===== config.mk =====
export PLATFORM = sky130hd
export DESIGN_NAME = seg_display_chain
export DESIGN_NICKNAME = d
export VERILOG_FILES = /design/src/rtl/seg_pkg.sv /design/src/rtl/seg_dimmer.sv /design/src/rtl/seg_zero_chain.sv /design/src/rtl/seg_digit_decoder.sv /design/src/rtl/seg_display_chain.sv
export SDC_FILE = /design/constraint.sdc
export NUM_CORES = 1
export LEC_CHECK = 0
export BUFFER_PORTS_ARGS = -buffer_cell sky130_fd_sc_hd__buf_2
export CAP_MARGIN = 20
export CORE_MARGIN = 5
export CORE_UTILIZATION = 35
export DETAILED_ROUTE_END_ITERATION = 8
export PLACE_DENSITY_LB_ADDON = 0.2
export SETUP_SLACK_MARGIN = 0.5
export SYNTH_ARGS = -nofsm -noshare
export SYNTH_HDL_FRONTEND = slang
export SYNTH_SLANG_ARGS = --single-unit

===== constraint.sdc =====
create_clock -name clk -period 2.4 [get_ports clk]
set_input_delay 0.24 -clock clk [delete_from_list [all_inputs] [get_ports clk]]
set_output_delay 0.24 -clock clk [all_outputs]
set_load 0.05 [all_outputs]

===== src/rtl/seg_pkg.sv =====
package seg_pkg;

    localparam int SEG_N  = 7;
    localparam int CODE_N = 4;

    typedef logic [SEG_N-1:0]  seg_t;
    typedef logic [CODE_N-1:0] code_t;

    // Lit-segment mask, active high, bit 0 = a .. bit 6 = g
    function automatic seg_t glyph_lit(input code_t code);
        seg_t m;
        case (code)
            4'd0:    m = 7'h3F;
            4'd1:    m = 7'h06;
            4'd2:    m = 7'h5B;
            4'd3:    m = 7'h4F;
            4'd4:    m = 7'h66;
            4'd5:    m = 7'h6D;
            4'd6:    m = 7'h7C;
            4'd7:    m = 7'h07;
            4'd8:    m = 7'h7F;
            4'd9:    m = 7'h67;
            4'd10:   m = 7'h58;
            4'd11:   m = 7'h4C;
            4'd12:   m = 7'h62;
            4'd13:   m = 7'h6D;
            4'd14:   m = 7'h78;
            default: m = 7'h00;
        endcase
        return m;
    endfunction

endpackage


===== src/rtl/seg_dimmer.sv =====
module seg_dimmer #(
    parameter int CNT_W = 8
) (
    input  logic           clk,
    input  logic           rst_n,
    input  logic [CNT_W:0] level_i,
    output logic           on_o
);
    typedef struct packed {
        logic [CNT_W-1:0] cnt;
    } dim_t;

    dim_t st_d, st_q;

    always_comb begin
        st_d     = st_q;
        st_d.cnt = st_q.cnt + 1'b1;
    end

    always_ff @(posedge clk) begin
        if (!rst_n) st_q <= '0;
        else        st_q <= st_d;
    end

    assign on_o = {1'b0, st_q.cnt} < level_i;

    // the phase counter advances by exactly one every cycle
    p_count_step_r9: assert property (@(posedge clk) disable iff (!rst_n)
        1'b1 |=> st_q.cnt == $past(st_q.cnt) + 1'b1);

    // level zero never enables the display
    p_zero_dark_r9: assert property (@(posedge clk) disable iff (!rst_n)
        (level_i == '0) |-> !on_o);

endmodule


===== src/rtl/seg_zero_chain.sv =====
module seg_zero_chain #(
    parameter int N = 4
) (
    input  logic [N-1:0] zero_i,
    input  logic         lt_n_i,
    input  logic         trail_i,
    input  logic         ripple_n_i,
    output logic [N-1:0] rbi_n_o,
    output logic         ripple_n_o
);
    logic         carry_n;
    logic [N-1:0] rbi_n;

    // A digit passes a low ripple on only when it is itself zero-blanked
    always_comb begin
        carry_n = ripple_n_i;
        rbi_n   = '1;
        if (trail_i) begin
            for (int i = 0; i < N; i++) begin
                rbi_n[i] = carry_n;
                carry_n  = carry_n | ~zero_i[i] | ~lt_n_i;
            end
        end else begin
            for (int i = N-1; i >= 0; i--) begin
                rbi_n[i] = carry_n;
                carry_n  = carry_n | ~zero_i[i] | ~lt_n_i;
            end
        end
    end

    assign rbi_n_o    = rbi_n;
    assign ripple_n_o = carry_n;

endmodule


===== src/rtl/seg_digit_decoder.sv =====
module seg_digit_decoder
    import seg_pkg::*;
(
    input  code_t code_i,
    input  logic  rbi_n_i,
    input  logic  bi_n_i,
    input  logic  lt_n_i,
    output seg_t  seg_n_o
);
    // Priority: forced blank, then lamp test, then zero blank, then glyph
    always_comb begin
        if (!bi_n_i)                          seg_n_o = '1;
        else if (!lt_n_i)                     seg_n_o = '0;
        else if (!rbi_n_i && code_i == '0)    seg_n_o = '1;
        else                                  seg_n_o = ~glyph_lit(code_i);
    end

endmodule


===== src/rtl/seg_display_chain.sv =====
module seg_display_chain
    import seg_pkg::*;
#(
    parameter int DIGITS   = 4,
    parameter int BRIGHT_W = 8
) (
    input  logic                       clk,
    input  logic                       rst_n,
    input  logic [CODE_N*DIGITS-1:0]   bcd_i,
    input  logic                       trail_i,
    input  logic                       ripple_n_i,
    input  logic                       lamp_test_n_i,
    input  logic [BRIGHT_W:0]          brightness_i,
    output logic [SEG_N*DIGITS-1:0]    seg_n_o,
    output logic                       ripple_n_o
);
    localparam int SEG_BITS = SEG_N * DIGITS;

    typedef struct packed {
        logic [SEG_BITS-1:0] seg_n;
        logic                ripple_n;
    } out_t;

    out_t st_d, st_q;

    logic                dim_on;
    logic [DIGITS-1:0]   zero;
    logic [DIGITS-1:0]   rbi_n;
    logic                chain_out_n;
    logic [SEG_BITS-1:0] seg_comb;

    seg_dimmer #(.CNT_W(BRIGHT_W)) u_dimmer (
        .clk     (clk),
        .rst_n   (rst_n),
        .level_i (brightness_i),
        .on_o    (dim_on)
    );

    generate
        for (genvar gi = 0; gi < DIGITS; gi++) begin : g_digit
            assign zero[gi] = bcd_i[CODE_N*gi +: CODE_N] == '0;

            seg_digit_decoder u_dec (
                .code_i  (bcd_i[CODE_N*gi +: CODE_N]),
                .rbi_n_i (rbi_n[gi]),
                .bi_n_i  (dim_on),
                .lt_n_i  (lamp_test_n_i),
                .seg_n_o (seg_comb[SEG_N*gi +: SEG_N])
            );
        end
    endgenerate

    seg_zero_chain #(.N(DIGITS)) u_chain (
        .zero_i     (zero),
        .lt_n_i     (lamp_test_n_i),
        .trail_i    (trail_i),
        .ripple_n_i (ripple_n_i),
        .rbi_n_o    (rbi_n),
        .ripple_n_o (chain_out_n)
    );

    always_comb begin
        st_d          = st_q;
        st_d.seg_n    = seg_comb;
        st_d.ripple_n = chain_out_n;
    end

    always_ff @(posedge clk) begin
        if (!rst_n) begin
            st_q.seg_n    <= '1;
            st_q.ripple_n <= 1'b1;
        end else begin
            st_q <= st_d;
        end
    end

    assign seg_n_o    = st_q.seg_n;
    assign ripple_n_o = st_q.ripple_n;

    // an off phase of the dimmer darkens the whole row next cycle
    p_dim_dark_r3: assert property (@(posedge clk) disable iff (!rst_n)
        !dim_on |=> seg_n_o == '1);

    // lamp test in an on phase lights every segment next cycle
    p_lamp_lit_r4: assert property (@(posedge clk) disable iff (!rst_n)
        (dim_on && !lamp_test_n_i) |=> seg_n_o == '0);

    // a high ripple input can never produce a low ripple output
    p_ripple_high_r7: assert property (@(posedge clk) disable iff (!rst_n)
        ripple_n_i |=> ripple_n_o);

    // lamp test stops the ripple from reaching the output
    p_ripple_lamp_r8: assert property (@(posedge clk) disable iff (!rst_n)
        !lamp_test_n_i |=> ripple_n_o);

endmodule


==> results.md, run 1 <==
* Layout fillers at 646
* Layout net count at 370
* H-tree levels at 2
* Final Hold Vio Count at 0
* Cell Chain, Critical Path: ha_1, a21o_1, a31oi_1, o21ai_1, a21oi_2, buf_4, buf_12, o311ai_0
* Die width at 89.7 um
* Sink Count at 37
* Power share of the sequential group at 45.4%
* Sequential Area at 743 sq um
* Arrival time at the worst endpoint at 1870 ps
* # DRC at 0
* Reg2reg setup slack at 660 ps
* Row count at 29
* Fraction of layout cells with a size suffix above 1 at 25.9%
* Initial antenna violation count at 0
* Dpl hpwl at 3.70 mm
* Post-synth EDFFs at 0
* Critical-path top delay cell: dfxtp_2
* Hold path cells at 2
* Area of the multi-input gates at 1330 sq um
* Pint at 0.000981 W
* Clock share of power at 28.1%
* DIE HEIGHT at 89.7 um
* Crit end category: flip-flop
* Post-synth top flop: dfxtp_1
* Fmax at 573 MHz
* Core Box Area at 6280 sq um
* Outcome: finished clean
* IO Count at 59
* Worst-margin pin slew at 496 ps
* MaxCap Viol Count at 0
* RSZ-0062 raised after global routing: false
* Crit-path max cell delay at 340 ps
* Global-route wire length before repair at 8.46 mm
* Mean area per synthesized cell at 8.69 sq um
* Switching part of the total at 33.5%
* Die area at 8050 sq um
* Net Count, Synth at 314
* R2r endpoint: seg_n_o[4]$_SDFF_PN1_
* Reg-to-Reg Start: u_dimmer.st_q[2]$_SDFF_PN0_
* Antenna Nets Post-Route at 0
* Critical path launch point: u_dimmer.st_q[2]$_SDFF_PN0_
* Drt initial violations at 96
* Max IR drop VDD at 0.241 mV
* Final worst path period share at 72.7%
* Seq cells post-synth at 37
* Yosys warns at 0
* Post-DR wirelength/cell at 12.7 um
* Setup Total Neg Slack at 0 ps
* Antenna Cells at 0
* Hold slack at 206 ps
* Critical path fanouts, max at 14
* Overflow after GRT at 0
* Mapped Area at 2220 sq um
* Min-Delay Endpoint: u_dimmer.st_q[1]$_SDFF_PN0_
* Critical path required time at 2530 ps
* Comb pwr share at 26.5%
* Min Clock Period, post-route at 1740 ps
* Inst Count DP at 380
* Final setup fails at 0
* Hold Crit Class: in2reg
* Num CTS Buffers at 5
* Via-to-Cell Ratio at 4.84
* Pwr/cell area at 549 nW/um^2
* Share of synthesized flip-flops with an asynchronous set or reset at 0%
* Synthesized instance count at 256
* Cell variety after synth at 43
* Port Buf Inserts at 58
* Vias in the first global route at 1,914
* Net load switching power at 0.000494 W
* Fin. max-slew vios at 0
* Routed vias at 1,886
* Area Overhead vs Synth at 20.9%
* HP Start: rst_n
* Critical path class: reg2reg
* CP Launch Type: flip-flop
* P_leak at 1.31 nW
* FF-to-FF path depth at 8
* Pre-CTS setup slack at 514 ps
* Max-slew headroom at 66.7%
* CTS clock-pin slew for the worst setup and hold paths at 70 ps
* Worst-skew pair later-pin latency at 290 ps
* Post-synthesis sequential area ratio at 33.3%
* Starting density of the core at 35.4%
* Clock tree buffer depth at 2
* Worst Skew at 8.05 ps
* Largest net degree at the start of global routing at 29
* Drt pass-1 iters at 5
* Tot GR Track Use at 12.3%
* Final worst slack at 656 ps
* Hold buffers post-CTS at 0
* Final wirelength at 4.95 mm
* Gpl congestion at 0.805
* CTS tree: done
* CTS root buf: clkbuf_8
* Layout Cells excl Fill at 390
==> synth_stat cells (all sizes together), types with 3 or more instances <==
master / number / share of area [%]
a21oi: 12 / 2.9
nand3: 12 / 2.7
clkbuf: 6 / 1.1
xor2: 4 / 1.6
nor3: 6 / 1.4
dfxtp: 37 / 33
mux4: 3 / 3.0
buf: 6 / 1.6
o211ai: 6 / 2.0
o21ai: 26 / 5.9
ha: 28 / 16
mux2i: 6 / 2.7
inv: 24 / 4.1
nand2: 27 / 4.6
nor2b: 7 / 2.0
o311ai: 3 / 1.2
nor2: 14 / 2.4
and2: 3 / 0.84
==> flip-flops by register name (all words and copies together), names as in the netlist <==
| signal | count |
|---|---|
| ripple_n_o | 1 |
| seg_n_o | 28 |
| u_dimmer.st_q | 8 |
==> kinds of logic after synthesis <==
kind of cell,Yosys count,synth area share (%)
adder cells (fa/ha/maj),28,15.8
buffers and inverters,36,6.75
flip-flops,37,33.3
AND/OR/NAND/NOR,82,19.5
multiplexers,11,6.75
AO/OA/AOI/OAI,56,15.6
XOR/XNOR,6,2.36
==> critical path, delay by kind of cell, from the launching register on <==
kind	cells	cell delay (ps)
buf+inv	2	300
compound gates	5	670
flops	1	340
fa+ha+maj	1	290
==> cell type report <==
| cell class | instances | share of cell area [%] |
|---|---|---|
| multi-input cells | 183 | 49.6 |
| repair buffers | 61 | 12.8 |
| well taps | 77 | 3.58 |
| inverters | 24 | 3.35 |
| flip-flops and latches | 37 | 27.7 |
| clock inverters | 2 | 0.372 |
| clock buffers | 6 | 2.70 |
==> layout by cell type, fill, tap and decap left out, drive strengths merged, types with 4 or more instances in the layout <==
| master | instances |
|---|---|
| a21oi | 12 |
| buf | 60 |
| clkbuf | 7 |
| dfxtp | 37 |
| ha | 28 |
| inv | 24 |
| mux2i | 6 |
| nand2 | 27 |
| nand3 | 12 |
| nor2 | 14 |
| nor2b | 7 |
| nor3 | 6 |
| o211ai | 6 |
| o21ai | 26 |
| xor2 | 4 |
==> how the worst max path moves through the flow <==
stage | slack [ps] | cells after the start | to
2_1_floorplan | 680 | 7 | seg_n_o[3]$_SDFF_PN1_
5_1_grt | 500 | 8 | seg_n_o[4]$_SDFF_PN1_
6_report | 660 | 8 | seg_n_o[4]$_SDFF_PN1_
3_5_place_dp | 510 | 8 | seg_n_o[25]$_SDFF_PN1_
3_3_place_gp | 550 | 8 | seg_n_o[25]$_SDFF_PN1_
4_1_cts | 520 | 7 | seg_n_o[25]$_SDFF_PN1_
==> layer usage <==
layer | routed length (um) | vias to the layer above | GRT usage, %
met5 | 0 | - | 0
met4 | 58 | 0 | 3.40
met3 | 298 | 6 | 4.42
met2 | 2240 | 43 | 19.7
met1 | 2350 | 848 | 15.6
li1 | - | 989 | -
==> power groups by stage <==
stage | combinational (W) | sequential, W | clock [W]
CTS | 0.000385 | 0.000669 | 0.000436
finish | 0.000391 | 0.000669 | 0.000415
detailed placement | 0.000383 | 0.000683 | 0
floorplan | 0.000148 | 0.000815 | 0
global route | 0.000429 | 0.000675 | 0.000462
global placement | 0.000379 | 0.000684 | 0
==> stage by stage <==
step | cell area, sq um | util, % | power, W
finish | 2690 | 42.8 | 0.00147
global route | 2690 | 42.8 | 0.00157
CTS | 2640 | 42.1 | 0.00149
detailed placement | 2560 | 40.7 | 0.00107
global placement | 2560 | 40.7 | 0.00106
floorplan | 2220 | - | 0.000964
==> repair_timing <==
item	in CTS	in global routing
buffers inserted	0	1
setup endpoints to repair	0	14
resized for setup	0	5
Power figures use the tool's default switching activity.
==> run 2: changes to the inputs <==
- clock period: 2.4 -> 1.7 ns (I/O delays scaled with it)
==> run 2 against run 1 <==
Compared with the run above:
- via count grew 6.0%
- sequential cell count is the same
- first-iteration DRC count shrank 27%
- non-clock buffer count grew 20
- core utilization grew 7.1 points
- worst setup slack lost 610 ps
- clock skew shrank 4.6 ps
- critical path depth is the same
==> results.md, run 2 (synthesis gave the netlist of run 1 again) <==
* CP bufs+invs at 2 (unchanged)
* Worst-skew pair later-pin latency at 280 ps (was 290 ps)
* P_leak at 1.46 nW (was 1.31 nW)
* Comb pwr share at 29.4% (was 26.5%)
* Fin. max-slew vios at 0 (unchanged)
* Hold path cells at 2 (unchanged)
* Min Clock Period, post-route at 1660 ps (was 1740 ps)
* RSZ-0062 raised after global routing: true (was false)
* Die area at 8050 sq um (unchanged)
* Hold buffers post-CTS at 0 (unchanged)
* Clock tree buffer depth at 2 (unchanged)
* MaxCap Viol Count at 0 (unchanged)
* Vias in the first global route at 1,994 (was 1,914)
* Row count at 29 (unchanged)
* Max-slew headroom at 74.0% (was 66.7%)
* DIE HEIGHT at 89.7 um (unchanged)
* Critical path fanouts, max at 8 (was 14)
* Antenna Nets Post-Route at 0 (unchanged)
* Power share of the sequential group at 42.3% (was 45.4%)
* Sink Count at 37 (unchanged)
* Routed vias at 1,999 (was 1,886)
* Via-to-Cell Ratio at 4.88 (was 4.84)
* Switching part of the total at 33.1% (was 33.5%)
* Largest register FFs at 28 (unchanged)
* Critical path required time at 1860 ps (was 2530 ps)
* Commonest non-fill, non-tap cell in the layout: buf_2 (unchanged)
* Clock share of power at 28.3% (was 28.1%)
* Most used cell, CP: buf_12
* Cell Chain, Critical Path: ha_4, a21o_1, a21oi_1, o21ai_1, a21oi_2, buf_12, buf_12, o311ai_4 (was ha_1, a21o_1, a31oi_1, o21ai_1, a21oi_2, buf_4, buf_12, o311ai_0)
* Net load switching power at 0.000739 W (was 0.000494 W)
* Reg-to-Reg Start: u_dimmer.st_q[6]$_SDFF_PN0_ (was u_dimmer.st_q[2]$_SDFF_PN0_)
* R2r endpoint: seg_n_o[12]$_SDFF_PN1_ (was seg_n_o[4]$_SDFF_PN1_)
* CTS clock-pin slew for the worst setup and hold paths at 70 ps (about the same)
* H-tree levels at 2 (unchanged)
* Outcome: finished clean (unchanged)
* Drt pass-1 iters at 4 (was 5)
* Num CTS Buffers at 5 (unchanged)
* Critical-path top delay cell: dfxtp_2 (unchanged)
* Global-route wire length before repair at 9.00 mm (was 8.46 mm)
* Largest net degree at the start of global routing at 18 (was 29)
* Drt initial violations at 70 (was 96)
* Post-DR wirelength/cell at 12.9 um (was 12.7 um)
* Area Overhead vs Synth at 40.8% (was 20.9%)
* Crit-path max cell delay at 380 ps (was 340 ps)
* Gpl congestion at 0.831 (was 0.805)
* Min-Delay Endpoint: u_dimmer.st_q[1]$_SDFF_PN0_ (unchanged)
* Initial antenna violation count at 0 (unchanged)
* Pint at 0.00150 W (was 0.000981 W)
* CP Launch Type: flip-flop (unchanged)
* Final wirelength at 5.31 mm (was 4.95 mm)
* Overflow after GRT at 0 (unchanged)
* CTS tree: done (unchanged)
* Arrival time at the worst endpoint at 1810 ps (was 1870 ps)
* Final worst path period share at 97.4% (was 72.7%)
* Hold slack at 134 ps (was 206 ps)
* Port Buf Inserts at 58 (unchanged)
* Core Box Area at 6280 sq um (unchanged)
* Starting density of the core at 35.4% (unchanged)
* Worst-margin pin slew at 390 ps (was 496 ps)
* Max IR drop VDD at 0.401 mV (was 0.241 mV)
* Final setup fails at 0 (unchanged)
* Fraction of layout cells with a size suffix above 1 at 39.9% (was 25.9%)
* Die width at 89.7 um (unchanged)
* Dpl hpwl at 3.90 mm (was 3.70 mm)
* IO Count at 59 (unchanged)
* Pwr/cell area at 714 nW/um^2 (was 549 nW/um^2)
* HP Start: rst_n (unchanged)
* Tot GR Track Use at 13.1% (was 12.3%)
* Fmax at 604 MHz (was 573 MHz)
* # DRC at 0 (unchanged)
* Most frequent cells in the layout: buf_2, dfxtp_1, ha_1 (unchanged)
* Final core area utilization at 49.9% (was 42.8%)
* Pre-CTS setup slack at -18.2 ps (was 514 ps)
* Final Hold Vio Count at 0 (unchanged)
* Antenna Cells at 0 (unchanged)
* CTS root buf: clkbuf_8 (unchanged)
* Worst Skew at 3.48 ps (was 8.05 ps)
* Layout net count at 390 (was 370)
* Crit end category: flip-flop (unchanged)
* Reg2reg setup slack at 40 ps (was 660 ps)
* Critical path class: reg2reg (unchanged)
* Delay-heaviest family, CP: compound AO/OA/AOI/OAI gates (unchanged)
* Final worst slack at 43.5 ps (was 656 ps)
* Hold Crit Class: in2reg (unchanged)
* FF-to-FF path depth at 8 (unchanged)
==> run 2: changes by cell type in the layout (fill, tap and decap cells not counted), moves of 6 or more <==
cell	before	now
inv_4	0	7
inv_1	24	16
buf_2	58	52
nand2_1	27	19
nand3_1	12	5
nand3_2	0	7
ha_4	0	6
buf_4	1	19
ha_1	28	22
==> run 2: power by group through the flow <==
| stage | Combinational (W) | Clock (W) | Sequential, W |
|---|---|---|---|
| 2_1_floorplan | 0.000223 | 0 | 0.00115 |
| 3_3_place_gp | 0.000573 | 0 | 0.000966 |
| 3_5_place_dp | 0.000575 | 0 | 0.000966 |
| 4_1_cts | 0.000611 | 0.000650 | 0.000946 |
| 5_1_grt | 0.000714 | 0.000689 | 0.000951 |
| 6_report | 0.000658 | 0.000633 | 0.000945 |
==> run 2: metrics by stage <==
| stage | power (W) | area (sq um) | setup TNS, ps | instances |
|---|---|---|---|---|
| after floorplan | 0.00137 | 2300 | 0 | 256 |
| after global placement | 0.00154 | 2710 | -9.28 | 387 |
| after detailed placement | 0.00154 | 2710 | -18.2 | 387 |
| after CTS | 0.00221 | 2910 | 0 | 400 |
| after global routing | 0.00235 | 3130 | -44.6 | 410 |
| final | 0.00224 | 3130 | 0 | 410 |
==> run 2: worst register-to-register path, cell delays in order, from the launching register on <==
cell      delay, ps
dfxtp_2         380
ha_4            220
a21o_1          170
a21oi_1         130
o21ai_1          90
a21oi_2         170
buf_12          170
buf_12          130
o311ai_4         70
==> run 2: final cells by class <==
type                       count  area [sq um]
timing repair buffer          81           562
sequential                    37           747
fill                         631          3150
tap                           77          96.3
clock buffer                   8          90.1
inverter                      24           108
multi-input combinational    183          1530
==> run 2: timing repair <==
item,4_1_cts,5_1_grt
pin swaps,3,8
setup buffers,4,10
endpoints found under the setup margin,28,31
resized for setup,15,40
cloned,1,0
==> run 2: worst max path at each step <==
stage	startpoint	to	slack, ps	cells after the start
after detailed placement	bcd_i[12]	seg_n_o[12]$_SDFF_PN1_	-20	8
after global placement	bcd_i[12]	seg_n_o[12]$_SDFF_PN1_	-9	8
final	u_dimmer.st_q[6]$_SDFF_PN0_	seg_n_o[12]$_SDFF_PN1_	40	8
after global routing	u_dimmer.st_q[2]$_SDFF_PN0_	seg_n_o[2]$_SDFF_PN1_	-10	8
after CTS	u_dimmer.st_q[2]$_SDFF_PN0_	seg_n_o[12]$_SDFF_PN1_	40	8
after floorplan	u_dimmer.st_q[2]$_SDFF_PN0_	seg_n_o[3]$_SDFF_PN1_	120	7
==> run 2: routing by layer <==
metal / track usage [%] / vias to the layer above / part of all wire [%]
met5: 0 / - / 0
met2: 22.1 / 45 / 49
met1: 16.5 / 915 / 45
met3: 3.51 / 4 / 5.1
li1: - / 1035 / -
met4: 3.65 / 0 / 0.70
